$ cat src/rtl/ivg_pkg.sv
package ivg_pkg;
  localparam int SRC_N  = 8;
  localparam int BYTE_W = 8;
  localparam int CODE_W = 3;
  localparam int ADDR_W = 2;
  localparam int MASTER_BIT = BYTE_W - 1;

  typedef struct packed {
    logic ldEnable;
    logic ldVector;
    logic clrPend;
    logic ackTake;
  } strobe_t;

  typedef enum logic [ADDR_W-1:0] {
    SEL_ENABLE = 2'd0,
    SEL_VECTOR = 2'd1,
    SEL_PEND   = 2'd2,
    SEL_NONE   = 2'd3
  } regsel_t;

  // status code for pending index idx (7 = highest priority)
  function automatic logic [CODE_W-1:0] srcCode(input int idx);
    if (idx >= 2) return CODE_W'(idx - 1);
    return CODE_W'(idx);
  endfunction

  // enable register bit gating pending index idx
  function automatic int enIndex(input int idx);
    case (idx)
      7: return 6;
      6: return 5;
      5: return 4;
      4: return 2;
      3: return 3;
      2: return 1;
      1: return 1;
      default: return 0;
    endcase
  endfunction
endpackage

$ cat src/rtl/ivg_ctrl.sv
module ivg_ctrl
  import ivg_pkg::*;
(
  input  logic              wrEn,
  input  logic [ADDR_W-1:0] addr,
  input  logic              ackStart,
  output strobe_t           stb
);
  always_comb begin
    stb          = '0;
    stb.ldEnable = wrEn && (addr == SEL_ENABLE);
    stb.ldVector = wrEn && (addr == SEL_VECTOR);
    stb.clrPend  = wrEn && (addr == SEL_PEND);
    stb.ackTake  = ackStart;
  end
endmodule

$ cat src/rtl/ivg_dpath.sv
module ivg_dpath
  import ivg_pkg::*;
(
  input  logic              clk,
  input  logic              rstN,
  input  strobe_t           stb,
  input  logic [BYTE_W-1:0] wrData,
  input  logic [ADDR_W-1:0] addr,
  input  logic              vectorMode,
  input  logic [SRC_N-1:0]  evt,
  output logic [BYTE_W-1:0] rdData,
  output logic [BYTE_W-1:0] ackData,
  output logic              irq
);
  logic [BYTE_W-1:0] enableReg, vectorReg, vecView;
  logic [SRC_N-1:0]  pend, pendNext, gateMask, active, winner;
  logic [CODE_W-1:0] winCode;
  logic              anyActive;

  generate
    for (genvar g = 0; g < SRC_N; g++) begin : g_gate
      assign gateMask[g] = enableReg[enIndex(g)];
    end
  endgenerate

  assign active    = pend & gateMask & {SRC_N{enableReg[MASTER_BIT]}};
  assign anyActive = |active;
  assign irq       = anyActive;

  // ascending scan: the highest active index overrides lower ones
  always_comb begin
    winner  = '0;
    winCode = '0;
    for (int i = 0; i < SRC_N; i++) begin
      if (active[i]) begin
        winner    = '0;
        winner[i] = 1'b1;
        winCode   = srcCode(i);
      end
    end
  end

  always_comb begin
    for (int i = 0; i < SRC_N; i++) begin
      if (evt[i])
        pendNext[i] = 1'b1;
      else if ((stb.clrPend && wrData[i]) || (stb.ackTake && winner[i]))
        pendNext[i] = 1'b0;
      else
        pendNext[i] = pend[i];
    end
  end

  assign vecView = vectorMode ? {vectorReg[BYTE_W-1:CODE_W+1], winCode, 1'b0}
                              : vectorReg;

  always_comb begin
    case (addr)
      SEL_ENABLE: rdData = enableReg;
      SEL_VECTOR: rdData = vecView;
      SEL_PEND:   rdData = BYTE_W'(pend);
      default:    rdData = '0;
    endcase
  end

  always_ff @(posedge clk or negedge rstN) begin
    if (!rstN) begin
      enableReg <= '0;
      vectorReg <= '0;
      pend      <= '0;
      ackData   <= '0;
    end else begin
      if (stb.ldEnable) enableReg <= wrData;
      if (stb.ldVector) vectorReg <= wrData;
      pend <= pendNext;
      if (stb.ackTake) ackData <= vecView;
    end
  end

  generate
    for (genvar g = 0; g < SRC_N; g++) begin : g_chk

      evt_sets_flag_chk: assert property (@(posedge clk) disable iff (!rstN)
        evt[g] |=> pend[g]);
    end
  endgenerate


  master_off_chk: assert property (@(posedge clk) disable iff (!rstN)
    (stb.ldEnable && !wrData[MASTER_BIT]) |=> !irq);


  ack_hold_chk: assert property (@(posedge clk) disable iff (!rstN)
    !stb.ackTake |=> $stable(ackData));


  ack_bit0_chk: assert property (@(posedge clk) disable iff (!rstN)
    (stb.ackTake && vectorMode) |=> (ackData[0] == 1'b0));


  ack_retire_one_chk: assert property (@(posedge clk) disable iff (!rstN)
    (stb.ackTake && anyActive && (evt == '0) && !stb.clrPend)
      |=> ($countones(pend) == $past($countones(pend)) - 1));
endmodule

$ cat src/rtl/irq_vector_gen.sv
module irq_vector_gen
  import ivg_pkg::*;
(
  input  logic              clk,
  input  logic              rstN,
  input  logic              wrEn,
  input  logic [ADDR_W-1:0] addr,
  input  logic [BYTE_W-1:0] wrData,
  output logic [BYTE_W-1:0] rdData,
  input  logic              vectorMode,
  input  logic [SRC_N-1:0]  evt,
  input  logic              ackStart,
  output logic [BYTE_W-1:0] ackData,
  output logic              irq
);
  strobe_t stb;

  ivg_ctrl u_ctrl (
    .wrEn     (wrEn),
    .addr     (addr),
    .ackStart (ackStart),
    .stb      (stb)
  );

  ivg_dpath u_dpath (
    .clk        (clk),
    .rstN       (rstN),
    .stb        (stb),
    .wrData     (wrData),
    .addr       (addr),
    .vectorMode (vectorMode),
    .evt        (evt),
    .rdData     (rdData),
    .ackData    (ackData),
    .irq        (irq)
  );
endmodule

$ cat config.mk
export PLATFORM = sky130hd
export DESIGN_NAME = irq_vector_gen
export DESIGN_NICKNAME = d
export VERILOG_FILES = /design/src/rtl/ivg_pkg.sv /design/src/rtl/ivg_ctrl.sv /design/src/rtl/ivg_dpath.sv /design/src/rtl/irq_vector_gen.sv
export SDC_FILE = /design/constraint.sdc
export NUM_CORES = 1
export LEC_CHECK = 0
export ABC_CLOCK_PERIOD_IN_PS = 4270
export CAP_MARGIN = 20
export CORE_MARGIN = 3
export CORE_UTILIZATION = 66
export CTS_CLUSTER_SIZE = 20
export DETAILED_ROUTE_END_ITERATION = 8
export DONT_BUFFER_PORTS = 1
export GPL_TIMING_DRIVEN = 0
export PLACE_DENSITY = 0.79
export SKIP_CTS_REPAIR_TIMING = 1
export SYNTH_ARGS = -nofsm -noshare
export SYNTH_HDL_FRONTEND = slang
export SYNTH_SLANG_ARGS = --single-unit
$ cat constraint.sdc
create_clock -name clk -period 4.27 [get_ports clk]
set_clock_uncertainty 0.05 [all_clocks]
set_input_delay 0.6405 -clock clk [delete_from_list [all_inputs] [get_ports clk]]
set_output_delay 0.6405 -clock clk [all_outputs]
set_load 0.02 [all_outputs]
# [Word-level counts from Yosys, hierarchy flattened]
# Index checks and enable logic that the tools add are counted.
[op_classes] n_addsub=0 mul=0 div_mod_pow=0 n_lt_le_gt_ge=0 eq_ne=2 n_shift=0 muxes=45 bitwise=2 reduce_logical=37
[op_table] op="$mux 8" n=7
[op_table] op="$mux 1" n=27
[op_table] op="$pmux 8 s3" n=1
[op_table] op="$mux 3" n=7
[op_table] op="$logic_and 1x1->1" n=19
[op_table] op="$and 8x8->8" n=2
[op_table] op="$reduce_bool 2->1" n=8
[op_table] op="$logic_or 1x1->1" n=8
[op_table] op="$reduce_or 8->1" n=1
[op_table] op="$mux 2" n=2
[op_table] op="$mux 4" n=1
[op_table] op="$eq 2x1->1 const B" n=1
[op_table] op="$eq 2x2->1 const B" n=1
[op_table] op="$logic_not 2->1" n=1
[word_totals] regBits=32 latchBits=0 mem_bits_rw=0 mem_bits_ro=0 input_bits=23 out_inout_bits=17 word_cells=97 n_memories=0

# [Logic depth before layout (Yosys ltp)]
# Gate-level depths: netlist (run 1).
[logic_depth] word_depth=14 ltp_mapped=5 mapped_depth_nobuf=4

# [Modules after synthesis]
# A second synthesis (run 1) with hierarchy kept.
[hier_totals] hier_cells=146 hier_area_um2=1605.3
[by_module_without_submodules] mod="ivg_dpath" n_inst=1 cells_per_inst=142 area_per_inst_um2=1567.8 seq_area_each_um2=800.8
[by_module_without_submodules] mod="ivg_ctrl" n_inst=1 cells_per_inst=4 area_per_inst_um2=37.5 seq_area_each_um2=0.0

# [Least setup slack after synthesis (run 1)]
# OpenSTA, ideal clock, no wires.
[synth_path] path_kind="input-to-output" startpoint="input port addr[1]" endpoint="output port rdData[0]" t_arrival_ns=1.498 t_required_ns=3.579 path_slack_ns=2.081 path_stages=3 path_buffers=1 cell_sequence="buf_6 nand2b_1 o32ai_1"
[synth_between] elab_chain_len=2 word_cells_on_any_way=4 cone_classes="2 x eq/ne; 1 x mux; 1 x reduce/logical"
[synth_lines] item="from (decl)" line_no="irq_vector_gen.sv:7" rtl="input logic [ADDR_W-1:0] addr,"
[synth_lines] item="$eq 2x2->1, or another cell as far along" line_no="ivg_dpath.sv:58" rtl="case (addr)"
[synth_lines] item="$pmux 8 s3 (*)" line_no="ivg_dpath.sv:58"
[synth_lines] item="to (decl)" line_no="irq_vector_gen.sv:9" rtl="output logic [BYTE_W-1:0] rdData,"
# Every way passes the cells marked *; elsewhere a longest branch is shown, timed or not.

# [Worst setup path in the final report (run 1)]
[layout_path] startpoint="register u_dpath.enableReg[7]" endpoint="output port rdData[1]"
[layout_between] elab_chain_len=10
[layout_lines] item="from (decl)" line_no="ivg_dpath.sv:15" rtl="logic [BYTE_W-1:0] enableReg, vectorReg, vecView;"
[layout_lines] item="from (signal assigned)" line_no="ivg_dpath.sv:73" rtl="if (stb.ldEnable) enableReg <= wrData;"
[layout_lines] item="$and 8x8->8 (*)" line_no="ivg_dpath.sv:26" rtl="assign active = pend & gateMask & {SRC_N{enableReg[MASTER_BIT]}};"
[layout_lines] item="$mux 1" line_no="ivg_dpath.sv:35" rtl="if (active[i]) begin"
[layout_lines] item="$mux 3 (5 in series)" line_no="ivg_dpath.sv:35"
[layout_lines] item="$mux 3 (*)" line_no="ivg_dpath.sv:35"
[layout_lines] item="$mux 4 (*)" line_no="ivg_dpath.sv:54" rtl="assign vecView = vectorMode ? {vectorReg[BYTE_W-1:CODE_W+1], winCode, 1'b0}"
[layout_lines] item="$pmux 8 s3 (*)" line_no="ivg_dpath.sv:58"
# Marks and branches as above.

==> flow_summary.ini, run 1 <==
[timing]
hold_violations = 0
setup_tns_ns = 0
setup_viol = 0
fmax_ghz = 0.389
worst_pin_slew_ns = 0.766
holdWs_ns = 0.0585
fin_crit_sh_pct = 60.2
slew_violations = 0
relSlewSlack_pct = 48.7
grt_setup_unrepaired = false
period_needed_ns = 2.57
setup_ws_ns = 1.70

[die]
rows = 17
ioPinCount = 40
dieHeight_microns = 55.5
dieArea_sq_um = 3080
chipWidth_microns = 55.5
start_util_pct = 71.1
core_area_sq_um = 2280

[yosys]
synth_edf_count = 0
syn_area_sq_um = 1620
synth_cells = 141
syn_nets = 164
ys_async_sr_fraction_pct = 100
yosysWarnings = 0
ys_ff_latch = 32
ys_seq_area_share_pct = 49.5
synth.distinct_cells = 34
synth_top_flop_cell = dfrtp_1
syn_area_per_cell_sq_um = 11.5

[final_layout]
final-seq-area_sq_um = 801
final_area_sq_um = 1770
nets = 172
utilization_pct = 77.7
multi_input_comb_area_sq_um = 762
nFillCells = 164
layout-drive-gt1-share_pct = 28.7
synthToLayoutAreaGrowth_pct = 9.27
diodes = 0

[critical_path]
required_ns = 3.58
endpoint_kind = output port
crit_type = reg2out
cp.arrival_ns = 1.88
crit_fanout = 7
crit_start = u_dpath.enableReg[7]$_DFFE_PN0P_
reg2reg_from = u_dpath.enableReg[5]$_DFFE_PN0P_
start_kind = register
r2r_slack_ns = 2.59

[clock_network]
clk_latency_ns = 0.34
htree_levels = 2
cts-root-buf = clkbuf_4
clock_sinks = 32
clockBufferDepth = 2
cts_tree = yes
clkTransAtPathRegs_ns = 0.10
cts_buffers = 5

[placement]
gp_congestion = 0.834
io_buffer_count = 0
placed_area_sq_um = 1650
dp_hpwl_microns = 2550
dp_slack_ns = 2.00

[global_route]
busiest_layer = met2
antenna_found_initial = 0
grt_max_degree = 33
first_global_vias = 1274
track_usage_pct = 26.7
gr-total-overflow = 0
grt_use_met3_pct = 10.3
grt_pass1_wl_microns = 6200
grtUsageMet1_pct = 33.1
met2_usage_pct = 40.0

[worst_hold_path]
hold_path_class = in2async

[route]
viasPerCell = 6.66
route.detailed.drc = 0
wirelength_microns = 3630
firstDrtPassIters = 5
vias = 1186
initialDrtViolationCount = 46
wl_per_cell_microns = 20.4
antenna_left = 0

[pwr]
p_leak_nw = 0.731
powerDensity_nw_per_um2 = 484
ir_worst_vdd_mv = 0.396

[job]
maxCapViolCount = 0

[outcome]
status = finished clean
## final cells by class
type	count	area share, %
Buffer	7	2.55
Sequential cell	32	45.3
Clock inverter	1	1.70
Timing Repair Buffer	1	1.13
Multi-Input combinational cell	99	43.1
Tap cell	28	1.98
Clock buffer	7	3.68
Inverter	3	0.636
## placed cells by master, fill, tap and decap left out, types with 4 or more instances in the layout
cell / count
nand3_1: 5
clkbuf_4: 5
mux2i_1: 8
o21ai_0: 7
mux2_2: 21
dfrtp_1: 32
a31o_2: 6
nand2_1: 14
a22o_1: 4
## critical path, cell delays in order (launching register included)
cell and delay, ns:
dfrtp_1 0.47, and3_1 0.21, a311oi_1 0.31, a22oi_1 0.14
o22ai_1 0.41
## Yosys cell counts, types with 2 or more instances
cell	count	share of area, %
nor2b_1	2	0.77
mux2i_1	8	4.9
nand3_1	5	1.5
nand4_1	2	0.77
buf_2	2	0.62
o21ai_0	7	2.2
mux2_2	21	15
a22oi_1	2	0.93
a22o_1	4	2.2
a21boi_0	2	0.93
inv_1	3	0.70
o22ai_1	3	1.2
clkbuf_1	2	0.46
nor2_1	3	0.70
a21o_1	2	0.93
nand2_1	14	3.2
buf_6	2	1.4
a31o_2	6	3.2
a311oi_1	2	1.1
and3_1	2	0.77
a21oi_1	3	0.93
dfrtp_1	32	49
## cells by family after synthesis
logic type,synth area share (%)
compound gates,17.2
buf+inv,3.48
flops,49.5
mux,19.6
simple gates,10.4
## path summary, 6_finish.rpt
check	depth (start not counted)	endpoint
setup reg to reg	4	u_dpath.pend[0]$_DFFE_PN0P_
hold / removal	1	u_dpath.ackData[6]$_DFFE_PN0P_
min in group clk	1	u_dpath.pend[6]$_DFFE_PN0P_
hold reg to reg	1	u_dpath.vectorReg[1]$_DFFE_PN0P_
setup / recovery	4	rdData[1]
max in group asynchronous	1	u_dpath.pend[3]$_DFFE_PN0P_
## where the power goes
group          internal, mW  switching, mW
registers             0.355         0.0677
clock network         0.155          0.101
logic                0.0839         0.0940
## metal layers
layer	vias up	share of wire [%]
li1	546	-
met1	583	41
met2	54	49
met3	3	9.2
met4	0	1.0
met5	-	0
## per-stage QoR
stage | power (mW) | std cells
global route | 0.909 | 178
global placement | 0.589 | 169
finish | 0.857 | 178
detailed placement | 0.597 | 169
floorplan | 0.559 | 141
CTS | 0.855 | 177
## state kept, by name (all words and copies together) (netlist names)
register / count
u_dpath.ackData: 8
u_dpath.enableReg: 8
u_dpath.pend: 8
u_dpath.vectorReg: 8
No activity file was read; power rests on OpenSTA's default activity.
==> run 2: changes to the inputs <==
--- a/config.mk
+++ b/config.mk
@@ -5,15 +5,15 @@
 export SDC_FILE = /design/constraint.sdc
 export NUM_CORES = 1
 export LEC_CHECK = 0
-export ABC_CLOCK_PERIOD_IN_PS = 4270
+export ABC_CLOCK_PERIOD_IN_PS = 2200
 export CAP_MARGIN = 20
 export CORE_MARGIN = 3
-export CORE_UTILIZATION = 66
+export CORE_UTILIZATION = 56
 export CTS_CLUSTER_SIZE = 20
 export DETAILED_ROUTE_END_ITERATION = 8
 export DONT_BUFFER_PORTS = 1
 export GPL_TIMING_DRIVEN = 0
-export PLACE_DENSITY = 0.79
+export PLACE_DENSITY = 0.71
 export SKIP_CTS_REPAIR_TIMING = 1
 export SYNTH_ARGS = -nofsm -noshare
 export SYNTH_HDL_FRONTEND = slang
==> constraint.sdc (replaced) <==
create_clock -name clk -period 2.2 [get_ports clk]
set_clock_uncertainty 0.05 [all_clocks]
set_input_delay 0.33 -clock clk [delete_from_list [all_inputs] [get_ports clk]]
set_output_delay 0.33 -clock clk [all_outputs]
set_load 0.02 [all_outputs]
==> run 2 against run 1 <==
Sequential share of layout area shrank 0.37 points. Clock-buffer cell count did not move. Critical path type unchanged. Critical path depth is 1 lower. Worst setup slack worse by 1.7 ns. Sequential cell count is the same. Largest cell class unchanged. Non-clock buffer count is 1 higher. Clock power is 45% higher.
==> flow_summary.ini, run 2 (same netlist as run 1, synthesis figures left out) <==
[timing]
fin_crit_sh_pct = 98.0
fmax_ghz = 0.464
grt_setup_unrepaired = true
slew_violations = 0
setup_viol = 0
worst_pin_slew_ns = 0.787
holdWs_ns = 0.0281
period_needed_ns = 2.16
setup_tns_ns = 0
relSlewSlack_pct = 47.3
hold_violations = 0
setup_ws_ns = 0.0434

[route]
firstDrtPassIters = 4
wirelength_microns = 3670
wl_per_cell_microns = 20.4
route.detailed.drc = 0
initialDrtViolationCount = 53
antenna_left = 0
vias = 1199
viasPerCell = 6.66

[pwr]
p_sw_mw = 0.516
total_power_mw = 1.56
ir_worst_vdd_mv = 0.658
powerDensity_nw_per_um2 = 874
power_frac_seq_pct = 52.6
combPwrFrac_pct = 23.7
internal_power_mw = 1.05
clkPwrFrac_pct = 23.7
netSwitchingFraction_pct = 33.0
p_leak_nw = 0.729

[final_layout]
layout-drive-gt1-share_pct = 32.7
diodes = 0
multi_input_comb_area_sq_um = 797
layout_commonest_cell = dfrtp_1
nFillCells = 214
stdcell_count = 180
final-seq-area_sq_um = 803
synthToLayoutAreaGrowth_pct = 10.5
layout_common_cells = 30 x dfrtp_1, 21 x mux2_2, 14 x nand2_1
nets = 173

[global_route]
grtUsageMet1_pct = 28.7
gr-total-overflow = 0
track_usage_pct = 22.2
antenna_found_initial = 0
first_global_vias = 1154
grt_pass1_wl_microns = 5690
grt_max_degree = 33
busiest_layer = met2
grt_use_met3_pct = 9.72
met2_usage_pct = 33.8

[die]
ioPinCount = 40
chipWidth_microns = 59.8
dieHeight_microns = 59.8
core_area_sq_um = 2610
dieArea_sq_um = 3570
rows = 18
start_util_pct = 62.0

[clock_network]
clockBufferDepth = 2
clk_latency_ns = 0.33
cts-root-buf = clkbuf_4
cts_buffers = 5
clkTransAtPathRegs_ns = 0.10
clock_sinks = 32
htree_levels = 2
cts_tree = yes

[placement]
dp_hpwl_microns = 2600
dp.cells = 171
io_buffer_count = 0
dp_slack_ns = 0.347
gp_congestion = 0.868

[critical_path]
required_ns = 1.82
crit_type = reg2out
cp.arrival_ns = 1.78
start_kind = register
endpoint_kind = output port
crit_fanout = 6

[worst_hold_path]
hold_path_class = in2reg

[job]
maxCapViolCount = 0

[outcome]
status = finished clean
==> run 2: stage by stage <==
| step | cell area (sq um) | utilization [%] |
|---|---|---|
| 2_1_floorplan | 1620 | - |
| 3_3_place_gp | 1660 | 63.4 |
| 3_5_place_dp | 1660 | 63.4 |
| 4_1_cts | 1720 | 65.9 |
| 5_1_grt | 1790 | 68.5 |
| 6_report | 1790 | 68.5 |
==> run 2: worst max-delay path: stages (launching register included) <==
cell and delay [ns]:
dfrtp_1 0.45, a22o_1 0.32, o41ai_4 0.34, or2b_4 0.34
==> run 2: per-layer routing <==
metal | vias to the layer above | routed length [microns]
met1 | 601 | 1530
met5 | - | 0
li1 | 545 | -
met3 | 4 | 364
met4 | 0 | 34
met2 | 49 | 1740
==> run 2: final cells by class <==
cell class | count | area share [%]
plain buffers | 7 | 2.52
clock buffers | 7 | 3.64
inverters | 3 | 0.629
multi-input cells | 99 | 44.5
flip-flops and latches | 32 | 44.9
well taps | 30 | 2.10
repair buffers | 2 | 1.68
==> run 2: final timing paths <==
kind                                             startpoint                          endpoint  slack, ns  depth (start not counted)
min in group asynchronous                              rstN    u_dpath.ackData[6]$_DFFE_PN0P_       0.37                          2
hold / removal                                       evt[6]       u_dpath.pend[6]$_DFFE_PN0P_       0.03                          1
max in group asynchronous                              rstN  u_dpath.enableReg[5]$_DFFE_PN0P_       1.53                          2
hold reg to reg            u_dpath.vectorReg[1]$_DFFE_PN0P_  u_dpath.vectorReg[1]$_DFFE_PN0P_       0.47                          1
setup / recovery           u_dpath.enableReg[2]$_DFFE_PN0P_                               irq       0.04                          3
setup reg to reg           u_dpath.enableReg[2]$_DFFE_PN0P_       u_dpath.pend[0]$_DFFE_PN0P_       0.60                          4
==> run 2: power groups by stage <==
stage                     Clock [mW]  Combinational (mW)  Sequential (mW)
final                          0.370               0.371            0.823
after global routing           0.400               0.403            0.839
after global placement             0               0.319            0.828
after detailed placement           0               0.325            0.833
after floorplan                    0               0.282            0.802
after CTS                      0.379               0.327            0.821
==> run 3: changes to the inputs <==
--- a/config.mk
+++ b/config.mk
@@ -12,6 +12,7 @@
 export CTS_CLUSTER_SIZE = 20
 export DETAILED_ROUTE_END_ITERATION = 8
 export DONT_BUFFER_PORTS = 1
+export GPL_ROUTABILITY_DRIVEN = 1
 export GPL_TIMING_DRIVEN = 0
 export PLACE_DENSITY = 0.71
 export SKIP_CTS_REPAIR_TIMING = 1
==> results of run 3 <==
Same layout as run 2: the final DEF is identical, and so are final timing and power.
